`config.mk`:
```
export PLATFORM = sky130hd
export DESIGN_NAME = cu_opnd_tracker
export DESIGN_NICKNAME = d
export VERILOG_FILES = /design/src/rtl/cu_trk_pkg.sv /design/src/rtl/cu_src_port.sv /design/src/rtl/cu_res_reg.sv /design/src/rtl/cu_opnd_tracker.sv
export SDC_FILE = /design/constraint.sdc
export NUM_CORES = 1
export LEC_CHECK = 0
export ABC_AREA = 1
export ABC_CLOCK_PERIOD_IN_PS = 2300
export CAP_MARGIN = 20
export CORE_MARGIN = 2
export CORE_UTILIZATION = 43
export CTS_CLUSTER_DIAMETER = 60
export DETAILED_ROUTE_END_ITERATION = 10
export PLACE_DENSITY = 0.81
export SKIP_LAST_GASP = 1
export SLEW_MARGIN = 20
export SYNTH_ARGS = -nofsm -noshare
export SYNTH_HDL_FRONTEND = slang
export SYNTH_HIERARCHICAL = 1
export SYNTH_SLANG_ARGS = --single-unit
```
`constraint.sdc`:
```
create_clock -name clk_i -period 2.3 [get_ports clk_i]
set_clock_uncertainty 0.2 [all_clocks]
set_input_delay 0.23 -clock clk_i [delete_from_list [all_inputs] [get_ports clk_i]]
set_output_delay 0.23 -clock clk_i [all_outputs]
set_load 0.005 [all_outputs]
```
`src/rtl/cu_trk_pkg.sv`:
```
package cu_trk_pkg;

  typedef enum logic [2:0] {
    ST_IDLE   = 3'd0,
    ST_GATHER = 3'd1,
    ST_SEND   = 3'd2,
    ST_RESULT = 3'd3,
    ST_WRITE  = 3'd4
  } cu_state_e;

  // An operand is read from the register file only if it is neither
  // substituted (zero / immediate) nor masked off.
  function automatic logic needs_read(input logic substituted, input logic masked);
    return !(substituted || masked);
  endfunction

endpackage

```
`src/rtl/cu_src_port.sv`:
```
module cu_src_port #(
  parameter int DW = 16
) (
  input  logic          clk_i,
  input  logic          rst_i,
  input  logic          start_i,
  input  logic          need_i,
  input  logic [DW-1:0] preset_i,
  input  logic          go_i,
  input  logic [DW-1:0] data_i,
  output logic          req_o,
  output logic          have_o,
  output logic [DW-1:0] val_o
);

  always_ff @(posedge clk_i) begin
    if (rst_i) begin
      req_o  <= 1'b0;
      have_o <= 1'b0;
      val_o  <= '0;
    end else if (start_i) begin
      req_o  <= need_i;
      have_o <= !need_i;
      val_o  <= preset_i;
    end else if (req_o && go_i) begin
      req_o  <= 1'b0;
      have_o <= 1'b1;
      val_o  <= data_i;
    end
  end

endmodule

```
`src/rtl/cu_res_reg.sv`:
```
module cu_res_reg #(
  parameter int DW = 16
) (
  input  logic          clk_i,
  input  logic          rst_i,
  input  logic          cap_i,
  input  logic [DW-1:0] data_i,
  output logic [DW-1:0] data_o
);

  always_ff @(posedge clk_i) begin
    if (rst_i)      data_o <= '0;
    else if (cap_i) data_o <= data_i;
  end

endmodule

```
`src/rtl/cu_opnd_tracker.sv`:
```
module cu_opnd_tracker
  import cu_trk_pkg::*;
#(
  parameter int DW  = 16,
  parameter int OPW = 4
) (
  input  logic           clk_i,
  input  logic           rst_i,
  input  logic           issue_i,
  input  logic [OPW-1:0] opc_i,
  input  logic           inv_i,
  input  logic [DW-1:0]  imm_i,
  input  logic           imm_vld_i,
  input  logic           zero_a_i,
  input  logic [1:0]     rdmask_i,
  output logic           busy_o,
  output logic [1:0]     rd_req_o,
  input  logic [1:0]     rd_go_i,
  input  logic [DW-1:0]  src_a_i,
  input  logic [DW-1:0]  src_b_i,
  output logic           eu_valid_o,
  input  logic           eu_ready_i,
  output logic [OPW-1:0] eu_opc_o,
  output logic           eu_inv_o,
  output logic [DW-1:0]  eu_a_o,
  output logic [DW-1:0]  eu_b_o,
  input  logic           eu_rvalid_i,
  input  logic [DW-1:0]  eu_rdata_i,
  output logic           eu_rready_o,
  output logic           wr_req_o,
  input  logic           wr_go_i,
  output logic [DW-1:0]  wr_data_o
);

  localparam int NSRC = 2;

  cu_state_e state_q, state_d;

  // Named internal events
  logic issue_take;
  logic all_have;
  logic send_fire;
  logic res_fire;
  logic wr_fire;

  logic [NSRC-1:0]         subst;
  logic [NSRC-1:0]         need;
  logic [NSRC-1:0]         have;
  logic [NSRC-1:0][DW-1:0] preset;
  logic [NSRC-1:0][DW-1:0] src_pk;
  logic [NSRC-1:0][DW-1:0] val;

  logic [OPW-1:0] opc_q;
  logic           inv_q;

  assign issue_take = issue_i && (state_q == ST_IDLE);
  assign all_have   = &have;
  assign send_fire  = (state_q == ST_SEND) && eu_ready_i;
  assign res_fire   = (state_q == ST_RESULT) && eu_rvalid_i;
  assign wr_fire    = (state_q == ST_WRITE) && wr_go_i;

  assign subst     = {imm_vld_i, zero_a_i};
  assign preset[0] = '0;
  assign preset[1] = imm_vld_i ? imm_i : '0;
  assign src_pk    = {src_b_i, src_a_i};

  for (genvar gk = 0; gk < NSRC; gk++) begin : g_src
    assign need[gk] = needs_read(subst[gk], rdmask_i[gk]);

    cu_src_port #(.DW(DW)) u_port (
      .clk_i    (clk_i),
      .rst_i    (rst_i),
      .start_i  (issue_take),
      .need_i   (need[gk]),
      .preset_i (preset[gk]),
      .go_i     (rd_go_i[gk]),
      .data_i   (src_pk[gk]),
      .req_o    (rd_req_o[gk]),
      .have_o   (have[gk]),
      .val_o    (val[gk])
    );
  end

  always_comb begin
    state_d = state_q;
    unique case (state_q)
      ST_IDLE:   if (issue_take) state_d = ST_GATHER;
      ST_GATHER: if (all_have)   state_d = ST_SEND;
      ST_SEND:   if (send_fire)  state_d = ST_RESULT;
      ST_RESULT: if (res_fire)   state_d = ST_WRITE;
      ST_WRITE:  if (wr_fire)    state_d = ST_IDLE;
      default:                   state_d = ST_IDLE;
    endcase
  end

  always_ff @(posedge clk_i) begin
    if (rst_i) state_q <= ST_IDLE;
    else       state_q <= state_d;
  end

  always_ff @(posedge clk_i) begin
    if (rst_i) begin
      opc_q <= '0;
      inv_q <= 1'b0;
    end else if (issue_take) begin
      opc_q <= opc_i;
      inv_q <= inv_i;
    end
  end

  cu_res_reg #(.DW(DW)) u_res (
    .clk_i  (clk_i),
    .rst_i  (rst_i),
    .cap_i  (res_fire),
    .data_i (eu_rdata_i),
    .data_o (wr_data_o)
  );

  assign busy_o      = (state_q != ST_IDLE);
  assign eu_valid_o  = (state_q == ST_SEND);
  assign eu_rready_o = (state_q == ST_RESULT);
  assign wr_req_o    = (state_q == ST_WRITE);
  assign eu_opc_o    = opc_q;
  assign eu_inv_o    = inv_q;
  assign eu_a_o      = val[0];
  assign eu_b_o      = val[1];

endmodule

```
==> run_results.csv, run 1 <==
group,metric,value,unit
sta,fmaxAchievable,494.8,MHz
global_routing,grt_max_degree,35,
floorplan,dieArea,8539,sq um
clock_tree,cts_buffers,9,
global_routing,grt_pass1_vias,3173,
global_routing,overflow,0,
synthesis,synth_seq_cells,60,
flow_run,cap_violations,0,
global_routing,use_met1,24.38,%
final_layout,final_nets,755,
route,routed_wl,8.322,mm
floorplan,initial_core_util,43.95,%
pwr,p_int,2.785,mW
sta,period_needed,2021,ps
route,vias,3421,
sta,worst_pin_slew,543.2,ps
route,vias_per_cell,4.386,
synthesis,synth_top_area_share,35.74,%
global_routing,gr-usage-met3,4.312,%
sta,maxSlewHeadroom,63.67,%
synthesis,yosys.area.top_type,"dfxtp_1",
final_layout,final_util,64.51,%
synthesis,synthesis.area,3361,sq um
clock_tree,cts_buffer_depth,2,
pwr,seqPwrFrac,32.5,%
global_routing,met2_usage,35.58,%
min_path,hold_path_class,"primary input to flip-flop",
floorplan,num_io_pins,140,
synthesis,synthTopCellsByArea,"dfxtp_1 36%, nand2_1 22%, inv_1 8.6%",
sta,drv_slew,0,
setup_path,end_kind,"output port",
pwr,vdd_drop_max,0.0005013,V
global_routing,grt_usage,20.40,%
final_layout,syn2layout_area_growth,46.80,%
sta,rsz0062_at_grt,"no",
clock_tree,path_clk_slew,60,ps
sta,hold_viol,0,
synthesis,synth_seq_area_share,35.74,%
route,drtIter0Drc,155,
route,first_pass_iters,4,
clock_tree,cts_htree_levels,3,
placed_design,dp_hpwl,6.172,mm
setup_path,crit_fanout,5,
floorplan,num_rows,32,
route,drc,0,
synthesis,syn_avg_cell_area,6.377,sq um
final_layout,drive_gt1_share,11.95,%
route,detail-route-antenna-nets,0,
clock_tree,clk_latency,320,ps
pwr,p_sw_share,36.63,%
floorplan,fp.dieH,92.41,um
pwr,net-switching-power,1.610,mW
clock_tree,holdBufCountCts,0,
floorplan,core,7647,sq um
placed_design,port_buffers,139,
setup_path,critical_path_required,1870,ps
final_layout,multiInputGateArea,1659,sq um
clock_tree,tritoncts,"done",
route,wl_per_cell,10.67,um
sta,finalSetupViolations,0,
synthesis,synth_cell_types,25,
pwr,power_frac_comb,47.5,%
global_routing,grt_pass1_wl,14.13,mm
sta,timing.final.crit_share,87.88,%
floorplan,die-width,92.41,um
global_routing,busiest_layer,"met2",
pwr,pwr-share-clk,20.0,%
synthesis,synth_warnings,6,
setup_path,critPathLaunchType,"flip-flop",
final_layout,regArea,1201,sq um
clock_tree,clkSinkCount,60,
final_layout,fillers,685,
clock_tree,cts_resized,0,
setup_path,crit_arrival,1590,ps
sta,tns,0,ps
placed_design,gp_congestion,0.7867,
synthesis,syn_inst,527,
pwr,leakagePower,2.419,nW
clock_tree,root_buffer,"clkbuf_8",
global_routing,grt_antenna_before_repair,0,
setup_path,r2r_setup_slack,420,ps
setup_path,path_class,"flip-flop to output port",
final_layout,num_antenna_cells,0,
clock_tree,post-cts-setup-buffer-count,0,
pwr,power_density,890.8,nW/um^2
outcome,status,"completed",
-- worst max-delay path, stage by stage (launching register included) --
cell             delay (ps)
dfxtp_1                 350
nor2_2                  240
nand2_1                 120
inv_1                    70
clkdlybuf4s50_1         490
-- final timing paths --
path                                                          endpoint  cells past startpoint                          from
worst max-delay path                                          wr_req_o                      4       state_q[1]$_SDFFE_PP0P_
worst max register to register  g_src[1].u_port/val_o[10]$_SDFFE_PP0P_                      8       state_q[1]$_SDFFE_PP0P_
worst min register to register            u_res/data_o[9]$_SDFFE_PP0P_                      2  u_res/data_o[9]$_SDFFE_PP0P_
worst min-delay path                          eu_opc_o[2]$_SDFFE_PP0P_                      3                      opc_i[2]
-- stage by stage --
| step | instance area (sq um) | std cells | setup WS (ps) | total power [mW] | hold WS (ps) |
|---|---|---|---|---|---|
| after global routing | 4933 | 780 | 160.1 | 4.769 | 255.2 |
| after global placement | 4746 | 765 | 348.2 | 3.474 | 258.9 |
| after CTS | 4933 | 780 | 260.8 | 4.437 | 253.4 |
| final | 4933 | 780 | 278.9 | 4.395 | 267.5 |
| after detailed placement | 4746 | 765 | 312.8 | 3.535 | 263.2 |
| after floorplan | 3417 | 542 | 677.5 | 2.884 | 92.44 |
-- cell families (layout without fill, tap and decap cells) --
kind of cell / after synthesis / count (layout) / synth area share, %
simple gates: 347 / 347 / 45.31
flops: 60 / 60 / 35.74
other cells: 1 / 16 / 0.1116
buf+inv: 105 / 241 / 16.57
compound gates: 14 / 14 / 2.271
-- area by class of cell --
cell class / instances / share of cell area [%]
clock inverter: 1 / 0.1014
inverter: 83 / 6.822
clock buffer: 14 / 3.703
timing repair buffer: 143 / 28.81
multi-input combinational: 377 / 33.63
tap: 102 / 2.587
sequential: 60 / 24.35
-- sequential cells by signal (all words and copies together) (netlist names) --
register             cells
g_src.u_port/req_o       2
g_src.u_port/val_o      32
state_q                  3
g_src.u_port/have_o      2
eu_inv_o                 1
u_res/data_o            16
eu_opc_o                 4
-- Yosys cell counts --
cell and number:
a21oi_1 10, nor2_4 1, nor2_2 45, buf_2 3, buf_6 11, nand2_1 194, nand3_2 2, nor3b_2 1
nand2_4 2, buf_12 2, nand3_1 38, inv_8 2, o21ai_0 2, nand3b_1 1, conb_1 1, dfxtp_1 60
inv_2 2, o21a_1 1, inv_6 2, buf_4 5, inv_1 77, nand2_2 5, nor2_1 58, clkbuf_1 1
a21oi_2 1
-- cells in the final DEF (no fill, tap or decap), drive strengths merged --
cell type / synthesis / routed
nand2: 201 / 201
clkdlybuf4s50: 0 / 139
nor2: 104 / 104
inv: 83 / 83
dfxtp: 60 / 60
nand3: 40 / 40
conb: 1 / 16
clkbuf: 1 / 14
a21oi: 11 / 11
buf: 21 / 4
o21ai: 2 / 2
nor3b: 1 / 1
nand3b: 1 / 1
o21a: 1 / 1
clkinv: 0 / 1
-- per-layer routing --
metal | vias to the layer above | share of wire [%]
met3 | 17 | 5.6
met2 | 95 | 49
met4 | 0 | 2.0
met1 | 1491 | 44
li1 | 1818 | -
met5 | - | 0
-- power groups by stage --
| stage | combinational (mW) | sequential, mW | clock [mW] |
|---|---|---|---|
| after CTS | 2.10 | 1.43 | 0.910 |
| final | 2.09 | 1.43 | 0.880 |
| after global placement | 2.03 | 1.44 | 0 |
| after global routing | 2.34 | 1.46 | 0.971 |
| after floorplan | 1.43 | 1.45 | 0 |
| after detailed placement | 2.09 | 1.45 | 0 |
Note: power is estimated with default switching activity, not from simulation.
==> run 2, diff against run 1 <==
Settings changed: GPL_ROUTABILITY_DRIVEN set to 0.
==> results of run 2 <==
Same layout as run 1: the final DEF is identical, and so are final timing and power.
